### config.mk
export PLATFORM = sky130hd
export DESIGN_NAME = flagclr_unit
export DESIGN_NICKNAME = d
export VERILOG_FILES = /design/src/rtl/flagclr_pkg.sv /design/src/rtl/flagclr_pfx_class.sv /design/src/rtl/flagclr_seq.sv /design/src/rtl/flagclr_policy.sv /design/src/rtl/flagclr_unit.sv
export SDC_FILE = /design/constraint.sdc
export NUM_CORES = 1
export LEC_CHECK = 0
export BUFFER_PORTS_ARGS = -buffer_cell sky130_fd_sc_hd__buf_4
export CAP_MARGIN = 20
export CELL_PAD_IN_SITES_DETAIL_PLACEMENT = 1
export CELL_PAD_IN_SITES_GLOBAL_PLACEMENT = 2
export CORE_MARGIN = 1
export CORE_UTILIZATION = 25
export DETAILED_ROUTE_END_ITERATION = 8
export GPL_TIMING_DRIVEN = 0
export PLACE_DENSITY = 0.8
export SLEW_MARGIN = 10
export SYNTH_ARGS = -nofsm -noshare
export SYNTH_HDL_FRONTEND = slang
export SYNTH_SLANG_ARGS = --single-unit
### constraint.sdc
create_clock -name clk -period 3.75 [get_ports clk]
set_input_delay 0 -clock clk [delete_from_list [all_inputs] [get_ports clk]]
set_output_delay 0 -clock clk [all_outputs]
set_load 0.01 [all_outputs]
### src/rtl/flagclr_pkg.sv
`timescale 1ns/1ps
package flagclr_pkg;

    typedef enum logic [1:0] {
        ST_IDLE = 2'd0,
        ST_ESC  = 2'd1,
        ST_GRP  = 2'd2
    } seq_state_e;

    typedef enum logic [2:0] {
        MD_REAL   = 3'd0,
        MD_PROT   = 3'd1,
        MD_V86    = 3'd2,
        MD_COMPAT = 3'd3,
        MD_LONG   = 3'd4
    } cpu_mode_e;

    typedef enum logic [1:0] {
        OUT_NONE    = 2'd0,
        OUT_RETIRE  = 2'd1,
        OUT_FAULT   = 2'd2,
        OUT_NOMATCH = 2'd3
    } outcome_e;

    localparam logic [7:0] OPC_ESC  = 8'h0F;
    localparam logic [7:0] OPC_GRP  = 8'h01;
    localparam logic [7:0] OPC_LAST = 8'hCA;

    localparam logic [7:0] PFX_LOCK = 8'hF0;
    localparam logic [7:0] PFX_OPSZ = 8'h66;
    localparam logic [7:0] PFX_REPN = 8'hF2;
    localparam logic [7:0] PFX_REP  = 8'hF3;

endpackage

### src/rtl/flagclr_pfx_class.sv
`timescale 1ns/1ps
module flagclr_pfx_class
    import flagclr_pkg::*;
(
    input  logic [7:0] byte_in,
    output logic       is_lock,
    output logic       is_np,
    output logic       is_seg
);
    localparam int N_SEG = 7;
    localparam logic [N_SEG*8-1:0] SEG_LIST =
        {8'h26, 8'h2E, 8'h36, 8'h3E, 8'h64, 8'h65, 8'h67};

    logic [N_SEG-1:0] seg_hit;

    for (genvar i = 0; i < N_SEG; i++) begin : g_seg
        assign seg_hit[i] = (byte_in == SEG_LIST[i*8 +: 8]);
    end

    assign is_seg  = |seg_hit;
    assign is_lock = (byte_in == PFX_LOCK);
    assign is_np   = (byte_in == PFX_OPSZ) || (byte_in == PFX_REPN) ||
                     (byte_in == PFX_REP);
endmodule

### src/rtl/flagclr_seq.sv
`timescale 1ns/1ps
module flagclr_seq
    import flagclr_pkg::*;
(
    input  logic       clk,
    input  logic       rst_n,
    input  logic       byte_vld,
    input  logic [7:0] byte_in,
    input  logic       is_lock,
    input  logic       is_np,
    input  logic       is_seg,
    output logic       done,
    output logic       brk,
    output logic       saw_lock,
    output logic       saw_np
);
    seq_state_e state_q, state_d;

    // next state and completion / break decode
    always_comb begin
        state_d = state_q;
        done    = 1'b0;
        brk     = 1'b0;
        if (byte_vld) begin
            unique case (state_q)
                ST_IDLE: begin
                    if (byte_in == OPC_ESC)
                        state_d = ST_ESC;
                    else if (!(is_lock || is_np || is_seg))
                        brk = 1'b1;
                end
                ST_ESC: begin
                    if (byte_in == OPC_GRP)
                        state_d = ST_GRP;
                    else begin
                        state_d = ST_IDLE;
                        brk     = 1'b1;
                    end
                end
                ST_GRP: begin
                    state_d = ST_IDLE;
                    if (byte_in == OPC_LAST) done = 1'b1;
                    else                     brk  = 1'b1;
                end
                default: state_d = ST_IDLE;
            endcase
        end
    end

    // state register with prefix memory
    always_ff @(posedge clk) begin
        if (!rst_n) begin
            state_q  <= ST_IDLE;
            saw_lock <= 1'b0;
            saw_np   <= 1'b0;
        end else begin
            state_q <= state_d;
            if (done || brk) begin
                saw_lock <= 1'b0;
                saw_np   <= 1'b0;
            end else if (byte_vld && state_q == ST_IDLE && state_d == ST_IDLE) begin
                saw_lock <= saw_lock | is_lock;
                saw_np   <= saw_np   | is_np;
            end
        end
    end
endmodule

### src/rtl/flagclr_policy.sv
`timescale 1ns/1ps
module flagclr_policy
    import flagclr_pkg::*;
#(
    parameter int CPL_W = 2
) (
    input  logic [2:0]       mode,
    input  logic [CPL_W-1:0] cpl,
    input  logic             feat_en,
    input  logic             saw_lock,
    input  logic             saw_np,
    output outcome_e         verdict
);
    logic priv_mode;
    logic known_mode;

    assign priv_mode  = (mode == MD_PROT) || (mode == MD_COMPAT) || (mode == MD_LONG);
    assign known_mode = priv_mode || (mode == MD_REAL);

    always_comb begin
        if (saw_np)                        verdict = OUT_NOMATCH;
        else if (!known_mode)              verdict = OUT_FAULT;
        else if (!feat_en)                 verdict = OUT_FAULT;
        else if (saw_lock)                 verdict = OUT_FAULT;
        else if (priv_mode && cpl != '0)   verdict = OUT_FAULT;
        else                               verdict = OUT_RETIRE;
    end
endmodule

### src/rtl/flagclr_unit.sv
`timescale 1ns/1ps
module flagclr_unit
    import flagclr_pkg::*;
#(
    parameter int FLAG_W = 32,
    parameter int AC_POS = 18,
    parameter int CPL_W  = 2
) (
    input  logic              clk,
    input  logic              rst_n,
    input  logic              byte_vld,
    input  logic [7:0]        byte_in,
    input  logic [CPL_W-1:0]  cpl,
    input  logic [2:0]        mode,
    input  logic              feat_en,
    input  logic [FLAG_W-1:0] flags_in,
    output logic [FLAG_W-1:0] flags_out,
    output logic              retire,
    output logic              fault,
    output logic              nomatch
);
    localparam logic [FLAG_W-1:0] AC_MASK = FLAG_W'(1) << AC_POS;

    logic     is_lock, is_np, is_seg;
    logic     done, brk, saw_lock, saw_np;
    outcome_e verdict, outcome;

    flagclr_pfx_class u_pfx (
        .byte_in (byte_in),
        .is_lock (is_lock),
        .is_np   (is_np),
        .is_seg  (is_seg)
    );

    flagclr_seq u_seq (
        .clk      (clk),
        .rst_n    (rst_n),
        .byte_vld (byte_vld),
        .byte_in  (byte_in),
        .is_lock  (is_lock),
        .is_np    (is_np),
        .is_seg   (is_seg),
        .done     (done),
        .brk      (brk),
        .saw_lock (saw_lock),
        .saw_np   (saw_np)
    );

    flagclr_policy #(.CPL_W(CPL_W)) u_pol (
        .mode     (mode),
        .cpl      (cpl),
        .feat_en  (feat_en),
        .saw_lock (saw_lock),
        .saw_np   (saw_np),
        .verdict  (verdict)
    );

    always_comb begin
        if (done)     outcome = verdict;
        else if (brk) outcome = OUT_NOMATCH;
        else          outcome = OUT_NONE;
    end

    // output register
    always_ff @(posedge clk) begin
        if (!rst_n) begin
            flags_out <= '0;
            retire    <= 1'b0;
            fault     <= 1'b0;
            nomatch   <= 1'b0;
        end else begin
            retire    <= (outcome == OUT_RETIRE);
            fault     <= (outcome == OUT_FAULT);
            nomatch   <= (outcome == OUT_NOMATCH);
            flags_out <= (outcome == OUT_RETIRE) ? (flags_in & ~AC_MASK) : flags_in;
        end
    end
endmodule

# Word level (Yosys, flattened, before mapping)
# Index checks and enable logic that the tools add are counted.
# op_classes
n_reduce_logical	18
eq_ne	22
muxes	20
bitwise_logic	3
# op_table
operator	n
$eq A8 B6 Y1 const B	4
$eq A8 B7 Y1 const B	4
$eq A8 B8 Y1 const B	4
$mux W2	10
$eq A8 B1 Y1 const B	1
$eq A8 B4 Y1 const B	1
$logic_or A1 B1 Y1	8
$mux W1	8
$reduce_or A7 Y1	1
$eq A2 B2 Y1 const B	3
$eq A2 B1 Y1 const B	2
$logic_not A2 Y1	2
$pmux W2 S2	1
$reduce_or A2 Y1	2
$eq A3 B1 Y1 const B	1
$eq A3 B2 Y1 const B	1
$eq A3 B3 Y1 const B	1
$logic_and A1 B1 Y1	3
$logic_not A3 Y1	1
$pmux W1 S3	1
$or A1 B1 Y1	2
$reduce_bool A2 Y1	1
$not A1 Y1	1
# word_totals
regBits	39
output_inout_bits	35

# Logic depth before layout (Yosys ltp)
# Gate-level depths: netlist (run 1).
# logic_depth
ltp_word	13
ltp_mapped	4

# By module
# From an unflattened synthesis (run 1), not the netlist that was laid out.
# unflattened
hier_cells	128
hier_area_um2	1395.1
# modules_own_cells
module	instances	area_each_um2	cells_each
flagclr_unit	1	959.7	78
flagclr_seq	1	295.3	34
flagclr_pfx_class	1	100.1	11
flagclr_policy	1	40.0	5

# Worst setup path before layout (run 1)
# Ideal clock, no wire load.
# synth_path
path_kind	register to register
from	register u_seq.state_q[1]
to	register u_seq.saw_np
setup_time_ns	0.136
required_time_ns	3.614
path_slack_ns	2.490
synth_period_minus_slack_ns	1.260
n_path_buf	0
stages_incl_launch_ff	5
arrival_time_ns	1.123
cell_sequence	dfxtp_1 > nor3b_1 > o31ai_1 > a2111oi_2 > nor4b_2
# synth_via
elab_chain_len	5
word_cells_on_any_way	15
classes_between	2 x eq/ne; 7 x mux; 6 x reduce/logical
# synth_lines
item	line_no	rtl
start, declared	flagclr_seq.sv:17	seq_state_e state_q, state_d;
start signal, assigned	flagclr_seq.sv:57	state_q <= state_d;
$eq A2 B2 Y1, or another cell as far along	flagclr_seq.sv:25	unique case (state_q)
$pmux W1 S3, or another cell as far along	flagclr_seq.sv:25	
$mux W1 / $mux W2 (equally long branches)	flagclr_seq.sv:24	if (byte_vld) begin
$logic_or A1 B1 Y1 / $logic_not A2 Y1 (equally long branches)	flagclr_seq.sv:58, flagclr_seq.sv:61	
$reduce_or A2 Y1 (no source line) / $logic_and A1 B1 Y1 (equally long branches)	-	
end signal, assigned	flagclr_seq.sv:63	saw_np <= saw_np | is_np;
end, declared	flagclr_seq.sv:15	output logic saw_np
# Parallel ways exist; a longest one is shown, timed or not.
# A chain may end at the register's enable or synchronous reset.

# Final worst setup path (run 1)
# layout_path
from	register u_seq.state_q[1]
to	register u_seq.saw_lock
# layout_via
elab_chain_len	5
word_cells_on_any_way	15
classes_between	2 x eq/ne; 7 x mux; 6 x reduce/logical
# layout_lines
item	line_no	rtl
$eq A2 B2 Y1, or another cell as far along	flagclr_seq.sv:25	
$pmux W1 S3, or another cell as far along	flagclr_seq.sv:25	
$mux W1 / $mux W2 (equally long branches)	flagclr_seq.sv:24	
$logic_or A1 B1 Y1 / $logic_not A2 Y1 (equally long branches)	flagclr_seq.sv:58, flagclr_seq.sv:61	
$reduce_or A2 Y1 (no source line) / $logic_and A1 B1 Y1 (equally long branches)	-	
end signal, assigned	flagclr_seq.sv:62	saw_lock <= saw_lock | is_lock;
end, declared	flagclr_seq.sv:14	output logic saw_lock,
# Parallel ways exist; a longest one is shown, timed or not.

==> reports/metrics.cfg, run 1 <==
[route]
via_per_inst = 4.21
met1_length_um = 1900
wl_met2_um = 2250
drt_wl_total_um = 4750
routed.top_layer = met4
avgRoutedWirePerCell_um = 15.1
drc_errors = 0
firstDrtPassIters = 4
drt_iter0_markers = 7
drtAntennaViolNets = 0
route.met3.wl_um = 595
vias = 1325

[timing]
clock_skew_ns = 0.00219
fin_ws_ns = 2.33
worstMarginPinSlew_ns = 0.457
max_freq_ghz = 0.702
hold_viol_final = 0
max_slew_margin = 0.695
final_max_slew_viol_count = 0
layout_min_cycle_time_ns = 1.42
period_share = 0.380
setup_tns_ns = 0
setup_viol = 0
rsz0062_at_grt = no

[run]
max-cap-violations = 0

[cells_and_area]
fin_cells = 315
drive_above_1_share = 0.384
fin_nets = 293
fillers = 579
antenna_cells = 0
syn_to_final_growth_pct = 86.8
fin_area_sq_um = 2490

[yosys]
yosysTopAreaCell = dfxtp_1
async_reset_ff_frac = 0
synth_top_family_by_area = simple AND/OR/NAND/NOR gates
synthCells = 123
synth.top_cell.area_share = 0.586
synth.net_count = 172
synth_area_per_cell_sq_um = 10.8
synth_compound_area_frac = 0.0677
synthAdderAreaFrac = 0
synth.most_common_cell = dfxtp_1
synthMuxAreaShare = 0
yosysWarnings = 0
yosysUniqueCellTypes = 30
syn_area_sq_um = 1330
synth_edf_count = 0
synth_commonest_cells = 39 x dfxtp_1, 31 x and2_1, 4 x clkbuf_1, 4 x nand2_1, 4 x nand2b_1
synth_seq_area_share = 0.586
synthTopCellsByArea = dfxtp_1 59%, and2_1 15%, nand2b_1 1.9%
synth_flop_cell = dfxtp_1
synth_xor_area_frac = 0
synth_seq_cells = 39
synth-simple-area-share = 0.335

[power_and_ir_drop]
vdd_drop_max_mv = 0.180
power_density_nw_per_um2 = 399
leakagePower_nw = 1.10

[critical_path]
crit_slowest_cell = a2111oi_2
r2r_end = u_seq.saw_lock
endpoint_kind = register
rr_startpoint = u_seq.state_q[1]
cp_num_buf_inv = 0
path_class = reg -> reg
reg2reg_slack_ns = 2.33
cp_max_fo = 6
critPathLaunch = u_seq.state_q[1]
max_stage_delay_ns = 0.50
reg2reg_depth = 4
critPathLaunchType = register
critical-path-top-delay-family = compound AO/OA/AOI/OAI gates
worstPathCellList = nor3b_1 > o31ai_1 > a2111oi_2 > nor3_1
critPathArrivalTime_ns = 1.58
cp.required_ns = 3.90

[grt]
grt_pass1_vias = 1401
grt_overflow = 0
grtUsageTotal = 0.162
antenna_found_initial = 0
grt_max_degree = 13
grt_pass1_wl_um = 6800

[place]
place_hpwl_um = 2880
io_buffer_count = 82
globalplace.congestion = 0.706
dp_cells = 275
place_ws_ns = 2.30
dpl_cell_area_sq_um = 2030

[clock_tree]
cts.sinks = 39
cts_tree = built
worstSkewPairLatency_ns = 0.28
cts_root_buf = clkbuf_8
clock_path_buffers = 2
cts_made_buffers = 5
ctsHtreeMaxLevel = 2
clk_pin_slew_ns = 0.07

[floorplan]
die_h_um = 75.0
core_area_sq_um = 5110
ios = 84
die-area_sq_um = 5620
initial_core_util = 0.261
num_rows = 26
die_w_um = 75.0

[hold_path]
min_path_type = in -> reg
min_to = u_seq.state_q[1]
hold-path-cell-count = 3
min_from = byte_vld

[run_status]
outcome = complete, no violations

what timing repair did:
action                    CTS  global route
hold buffers               32             0
buffers inserted            0             0
gates resized for setup     0             0
hold endpoints to repair   32             0
power breakdown:
part           switching [W]  total, W  internal [W]
sequential        0.00000628  0.000439      0.000433
combinational      0.0000548  0.000146     0.0000913
clock               0.000142  0.000408      0.000266
worst reg2reg max path, stage by stage (launching register included):
cell and delay, ns:
dfxtp_1 0.36, nor3b_1 0.21, o31ai_1 0.13, a2111oi_2 0.50, nor3_1 0.10
kinds of logic after synthesis:
| family | Yosys count |
|---|---|
| AOI/OAI and AO/OA | 13 |
| and+or+nand+nor | 67 |
| DFF | 39 |
| buffers and inverters | 4 |
flip-flops by register name, indices dropped and copies added, names as in the netlist:
signal,count
nomatch,1
fault,1
retire,1
u_seq.saw_lock,1
u_seq.state_q,2
u_seq.saw_np,1
flags_out,32
worst max path at each step:
stage,to,cells past startpoint,slack [ns]
final,u_seq.saw_lock,4,2.33
after global routing,u_seq.saw_np,4,2.21
after CTS,u_seq.saw_lock,4,2.32
after detailed placement,u_seq.saw_np,5,2.30
after global placement,u_seq.saw_np,5,2.30
after floorplan,u_seq.saw_np,4,2.49
layer usage:
metal | GRT usage | up-vias
met5 | 0 | -
met4 | 0.0377 | 0
met1 | 0.181 | 593
met2 | 0.290 | 69
li1 | - | 661
met3 | 0.0643 | 2
area by class of cell:
type / count / area (sq um) / share of cell area
sequential: 39 / 781 / 0.314
clock buffer: 6 / 72.6 / 0.0292
multi-input combinational: 80 / 536 / 0.215
timing repair buffer: 114 / 936 / 0.376
tap: 70 / 87.6 / 0.0352
buffer: 4 / 15.0 / 0.00604
clock inverter: 2 / 60.1 / 0.0241
per-stage QoR:
stage / utilization / power (W) / hold WS [ns]
3_5_place_dp: 0.398 / 0.000562 / 0.212
2_1_floorplan: - / 0.000484 / 0.125
6_report: 0.487 / 0.000993 / 0.0212
4_1_cts: 0.487 / 0.000998 / 0.0170
3_3_place_gp: 0.398 / 0.000559 / 0.208
5_1_grt: 0.487 / 0.00103 / 0.0354
cells in the final DEF, fill, tap and decap left out, types with 3 or more instances in the layout:
cell type and n:
buf_4 82, dfxtp_1 39, dlygate4sd3_1 32, and2_1 31, clkbuf_1 5, clkbuf_8 5, nand2b_1 4, nand2_1 4
nor4_1 3, nor2b_1 3, nor2_1 3
(Power assumes the default switching activity.)
==> run 2, diff against run 1 <==
ABC_AREA = 1   (was default)
CORE_UTILIZATION = 19   (was 25)
PLACE_DENSITY = 0.7   (was 0.8)
clock period = 1.2 ns   (was 3.75 ns; I/O delays follow)
==> reports/metrics.cfg, run 2 <==
[cells_and_area]
largest_register_ffs = 32
fillers = 928
top_regs = flags_out (32), u_seq.state_q (2)
final_cell_mix = 83 x buf_4, 60 x nand2_1, 46 x inv_1, 37 x dfxtp_1, 34 x dlygate4sd3_1
syn_to_final_growth_pct = 81.6
layout_commonest_cell = buf_4
antenna_cells = 0
fin_nets = 369
regMostFlops = flags_out
fin_area_sq_um = 2610
drive_above_1_share = 0.321

[yosys]
yosysTopAreaCell = dfxtp_1
synth_seq_cells = 39
synthCells = 197
synth_flop_cell = dfxtp_1
synthTopCellsByArea = dfxtp_1 54%, nand2_1 16%, inv_1 12%
yosysUniqueCellTypes = 20
synth.top_cell.area_share = 0.543
yosysWarnings = 0
synth_commonest_cells = 60 x nand2_1, 46 x inv_1, 39 x dfxtp_1
synth_area_per_cell_sq_um = 7.30
synth_seq_area_share = 0.543
synth.net_count = 246
synth_edf_count = 0
synth.most_common_cell = nand2_1
async_reset_ff_frac = 0
syn_area_sq_um = 1440

[power_and_ir_drop]
p_switching_w = 0.000650
power_density_nw_per_um2 = 1030
power_frac_seq = 0.509
swShare = 0.241
leakagePower_nw = 1.45
p_int_w = 0.00205
vdd_drop_max_mv = 0.519
combPwrFrac = 0.180
p_clk_frac = 0.311

[route]
via_per_inst = 3.72
avgRoutedWirePerCell_um = 10.5
drt_wl_total_um = 4390
drc_errors = 0
drt_iter0_markers = 36
firstDrtPassIters = 4
drtAntennaViolNets = 0
vias = 1564

[floorplan]
num_rows = 31
die_w_um = 89.0
core_area_sq_um = 7290
die-area_sq_um = 7920
initial_core_util = 0.197
ios = 84
die_h_um = 89.0

[critical_path]
cp_num_buf_inv = 4
cp.required_ns = 1.38
worstPathCellList = dlygate4sd3_1 > buf_4 > nand2_1 > dlygate4sd3_1 > inv_1
cp_common_cell = dlygate4sd3_1
max_stage_delay_ns = 0.54
critPathLaunchType = input port
critPathArrivalTime_ns = 1.30
critical-path-top-delay-family = buffers and inverters
path_class = in -> reg
crit_slowest_cell = dlygate4sd3_1
endpoint_kind = register
cp_max_fo = 1

[grt]
antenna_found_initial = 0
grt_max_degree = 12
grt_pass1_vias = 1516
grtUsageTotal = 0.111
grt_overflow = 0
grt_pass1_wl_um = 6650

[clock_tree]
cts_setup_buffers = 0
cts.sinks = 39
worstSkewPairLatency_ns = 0.28
clock_path_buffers = 2
cts_tree = built
clk_pin_slew_ns = 0.07
ctsHtreeMaxLevel = 2
cts_made_buffers = 5
cts_root_buf = clkbuf_8

[hold_path]
min_path_type = in -> reg

[place]
place_hpwl_um = 3120
dpl_cell_area_sq_um = 2180
io_buffer_count = 82
globalplace.congestion = 0.695

[timing]
rsz0062_at_grt = no
setup_viol = 0
clock_skew_ns = 0.00316
layout_min_cycle_time_ns = 1.12
hold_viol_final = 0
setup_tns_ns = 0
max_slew_margin = 0.717
final_max_slew_viol_count = 0
max_freq_ghz = 0.894
worstMarginPinSlew_ns = 0.424
period_share = 0.932

[run]
max-cap-violations = 0

[run_status]
outcome = complete, no violations

[run 2: cells by family after synthesis]
| family | after synthesis | synth area share |
|---|---|---|
| buffers and inverters | 52 | 0.138 |
| AOI/OAI and AO/OA | 9 | 0.0348 |
| DFF | 39 | 0.543 |
| and+or+nand+nor | 97 | 0.284 |
[run 2: power by group through the flow]
| stage | combinational, W | clock, W | sequential, W |
|---|---|---|---|
| 2_1_floorplan | 0.000112 | 0 | 0.00143 |
| 3_3_place_gp | 0.000390 | 0 | 0.00140 |
| 3_5_place_dp | 0.000395 | 0 | 0.00140 |
| 4_1_cts | 0.000486 | 0.000897 | 0.00137 |
| 5_1_grt | 0.000537 | 0.000947 | 0.00138 |
| 6_report | 0.000486 | 0.000840 | 0.00137 |
[run 2: path summary, 6_finish.rpt]
path,startpoint,slack [ns],cells after the start,endpoint
worst max-delay path,flags_in[9],0.08,5,flags_out[9]
worst min register to register,u_seq.saw_lock,0.50,2,u_seq.saw_lock
worst max register to register,u_seq.state_q[1],0.13,6,flags_out[18]
worst min-delay path,rst_n,0.03,3,u_seq.state_q[0]
[run 2: metal layers]
| layer | wire length (um) | track usage |
|---|---|---|
| met4 | 30 | 0.0346 |
| met3 | 234 | 0.0342 |
| met2 | 2370 | 0.204 |
| met5 | 0 | 0 |
| met1 | 1750 | 0.123 |
[run 2: worst reg2reg max path: stages (launching register included)]
cell     delay, ns
dfxtp_2       0.35
inv_1         0.06
nor2_2        0.10
nand2_1       0.10
nor2_4        0.11
nand3_1       0.10
and3_1        0.15
[run 2: per-stage QoR]
step / util / hold WS [ns] / instances / setup slack (ns) / power, W
6_report: 0.358 / 0.0312 / 420 / 0.0817 / 0.00270
5_1_grt: 0.358 / 0.0436 / 420 / 0.00380 / 0.00286
4_1_cts: 0.356 / 0.0295 / 420 / 0.0361 / 0.00275
3_5_place_dp: 0.299 / 0.188 / 378 / 0.0478 / 0.00180
3_3_place_gp: 0.299 / 0.180 / 378 / 0.0606 / 0.00179
2_1_floorplan: - / 0.0935 / 197 / 0.187 / 0.00154
[run 2: area by class of cell]
class	instances	area, sq um	share of cell area
Tap cell	99	124	0.0474
Clock buffer	7	76.3	0.0292
Inverter	48	180	0.0690
Sequential cell	39	783	0.300
Multi-Input combinational cell	106	468	0.179
Buffer	4	18.8	0.00719
Timing Repair Buffer	116	956	0.366
Clock inverter	1	5.00	0.00192
[run 2: timing repair]
item                                    in CTS  in global routing
endpoints found under the setup margin       0                  6
endpoints found under the hold margin       33                  0
resized for setup                            0                  5
hold buffers                                34                  0
==> run 3, diff against run 2 <==
CORE_UTILIZATION = 23   (was 19)
MAX_ROUTING_LAYER = met4   (was default)
PLACE_DENSITY = 0.8   (was 0.7)
SKIP_LAST_GASP = 1   (was default)
clock period = 1.38 ns   (was 1.2 ns; I/O delays follow)
==> reports/metrics.cfg, run 3 (synthesized netlist as in run 2, its figures left out) <==
[clock_tree]
cts_resized = 0
cts_made_buffers = 5
cts.sinks = 39
cts_setup_buffers = 0
worstSkewPairLatency_ns = 0.28
clk_pin_slew_ns = 0.07
cts_root_buf = clkbuf_8
ctsHtreeMaxLevel = 2
cts_tree = built
clock_path_buffers = 2

[cells_and_area]
layout_commonest_cell = buf_4
fin_area_sq_um = 2610
syn_to_final_growth_pct = 81.2
fin_cells = 396
antenna_cells = 0
regMostFlops = flags_out
fin_nets = 369
final_cell_mix = 83 x buf_4, 60 x nand2_1, 46 x inv_1, 39 x dfxtp_1, 34 x dlygate4sd3_1
largest_register_ffs = 32
drive_above_1_share = 0.315
top_regs = flags_out (32), u_seq.state_q (2)

[power_and_ir_drop]
vdd_drop_max_mv = 0.752
leakagePower_nw = 1.46
power_density_nw_per_um2 = 999

[critical_path]
critPathArrivalTime_ns = 1.36
path_class = reg -> reg
cp.required_ns = 1.55
critPathLaunchType = register
cp_max_fo = 3
critPathLaunch = u_seq.state_q[1]
rr_startpoint = u_seq.state_q[1]
endpoint_kind = register

[timing]
period_share = 0.861
worstMarginPinSlew_ns = 0.464
hold-worst-slack_ns = 0.0180
layout_min_cycle_time_ns = 1.19
final_max_slew_viol_count = 0
fin_ws_ns = 0.192
setup_tns_ns = 0
hold_viol_final = 0
max_slew_margin = 0.690
clock_skew_ns = 0.00500
rsz0062_at_grt = no
max_freq_ghz = 0.842
setup_viol = 0

[route]
drt_wl_total_um = 4260
vias = 1547
avgRoutedWirePerCell_um = 10.8
firstDrtPassIters = 3
drc_errors = 0
drtAntennaViolNets = 0
via_per_inst = 3.91
drt_iter0_markers = 42

[floorplan]
ios = 84
die-area_sq_um = 6570
initial_core_util = 0.240
core_area_sq_um = 5990
die_h_um = 81.1
num_rows = 28
die_w_um = 81.1

[place]
io_buffer_count = 82
globalplace.congestion = 0.702
dpl_cell_area_sq_um = 2150
place_hpwl_um = 3070
place_ws_ns = 0.208
dp_cells = 354

[run_status]
outcome = complete, no violations

[grt]
grt_pass1_wl_um = 6540
antenna_found_initial = 0
grt_pass1_vias = 1576
grtUsageTotal = 0.136
grt_overflow = 0
grt_max_degree = 13

[hold_path]
min_from = rst_n
min_path_type = in -> reg

[run]
max-cap-violations = 0

-- run 3: area by class of cell --
cell class	count	area, sq um
Sequential cell	39	781
Clock inverter	2	35.0
Multi-Input combinational cell	106	458
Fill cell	740	3390
Inverter	48	180
Clock buffer	6	82.6
Tap cell	75	93.8
Buffer	4	18.8
Timing Repair Buffer	116	956
-- run 3: final timing paths --
kind / to / slack, ns / depth (start not counted)
max: flags_out[18] / 0.19 / 6
min: nomatch / 0.02 / 3
max reg2reg: flags_out[18] / 0.19 / 6
min reg2reg: u_seq.saw_lock / 0.49 / 2
-- run 3: repair_timing --
item,4_1_cts,5_1_grt
hold endpoints to repair,33,0
endpoints found under the setup margin,0,0
hold buffers,34,0
-- run 3: worst max-delay path, cell delays in order (launching register included) --
cell,delay [ns]
dfxtp_1,0.37
inv_1,0.07
nor2_1,0.13
nand2_1,0.08
nor2_2,0.17
nand3_1,0.12
and3_1,0.16
-- run 3: power by group --
group	switching (W)	internal, W	total, W
sequential	0.0000152	0.00118	0.00119
clock	0.000401	0.000585	0.000986
combinational	0.000175	0.000248	0.000422
total	0.000590	0.00201	0.00260
-- run 3: layer usage --
metal / track usage / up-vias / part of all wire
met3: 0.0326 / 5 / 0.039
met5: - / - / 0
met2: 0.254 / 39 / 0.55
li1: - / 807 / -
met1: 0.138 / 696 / 0.40
met4: 0.0429 / 0 / 0.0089
-- run 3: per-stage QoR --
stage | util | total power [W]
detailed placement | 0.358 | 0.00156
CTS | 0.435 | 0.00262
floorplan | - | 0.00134
global placement | 0.358 | 0.00155
finish | 0.435 | 0.00260
global route | 0.435 | 0.00273
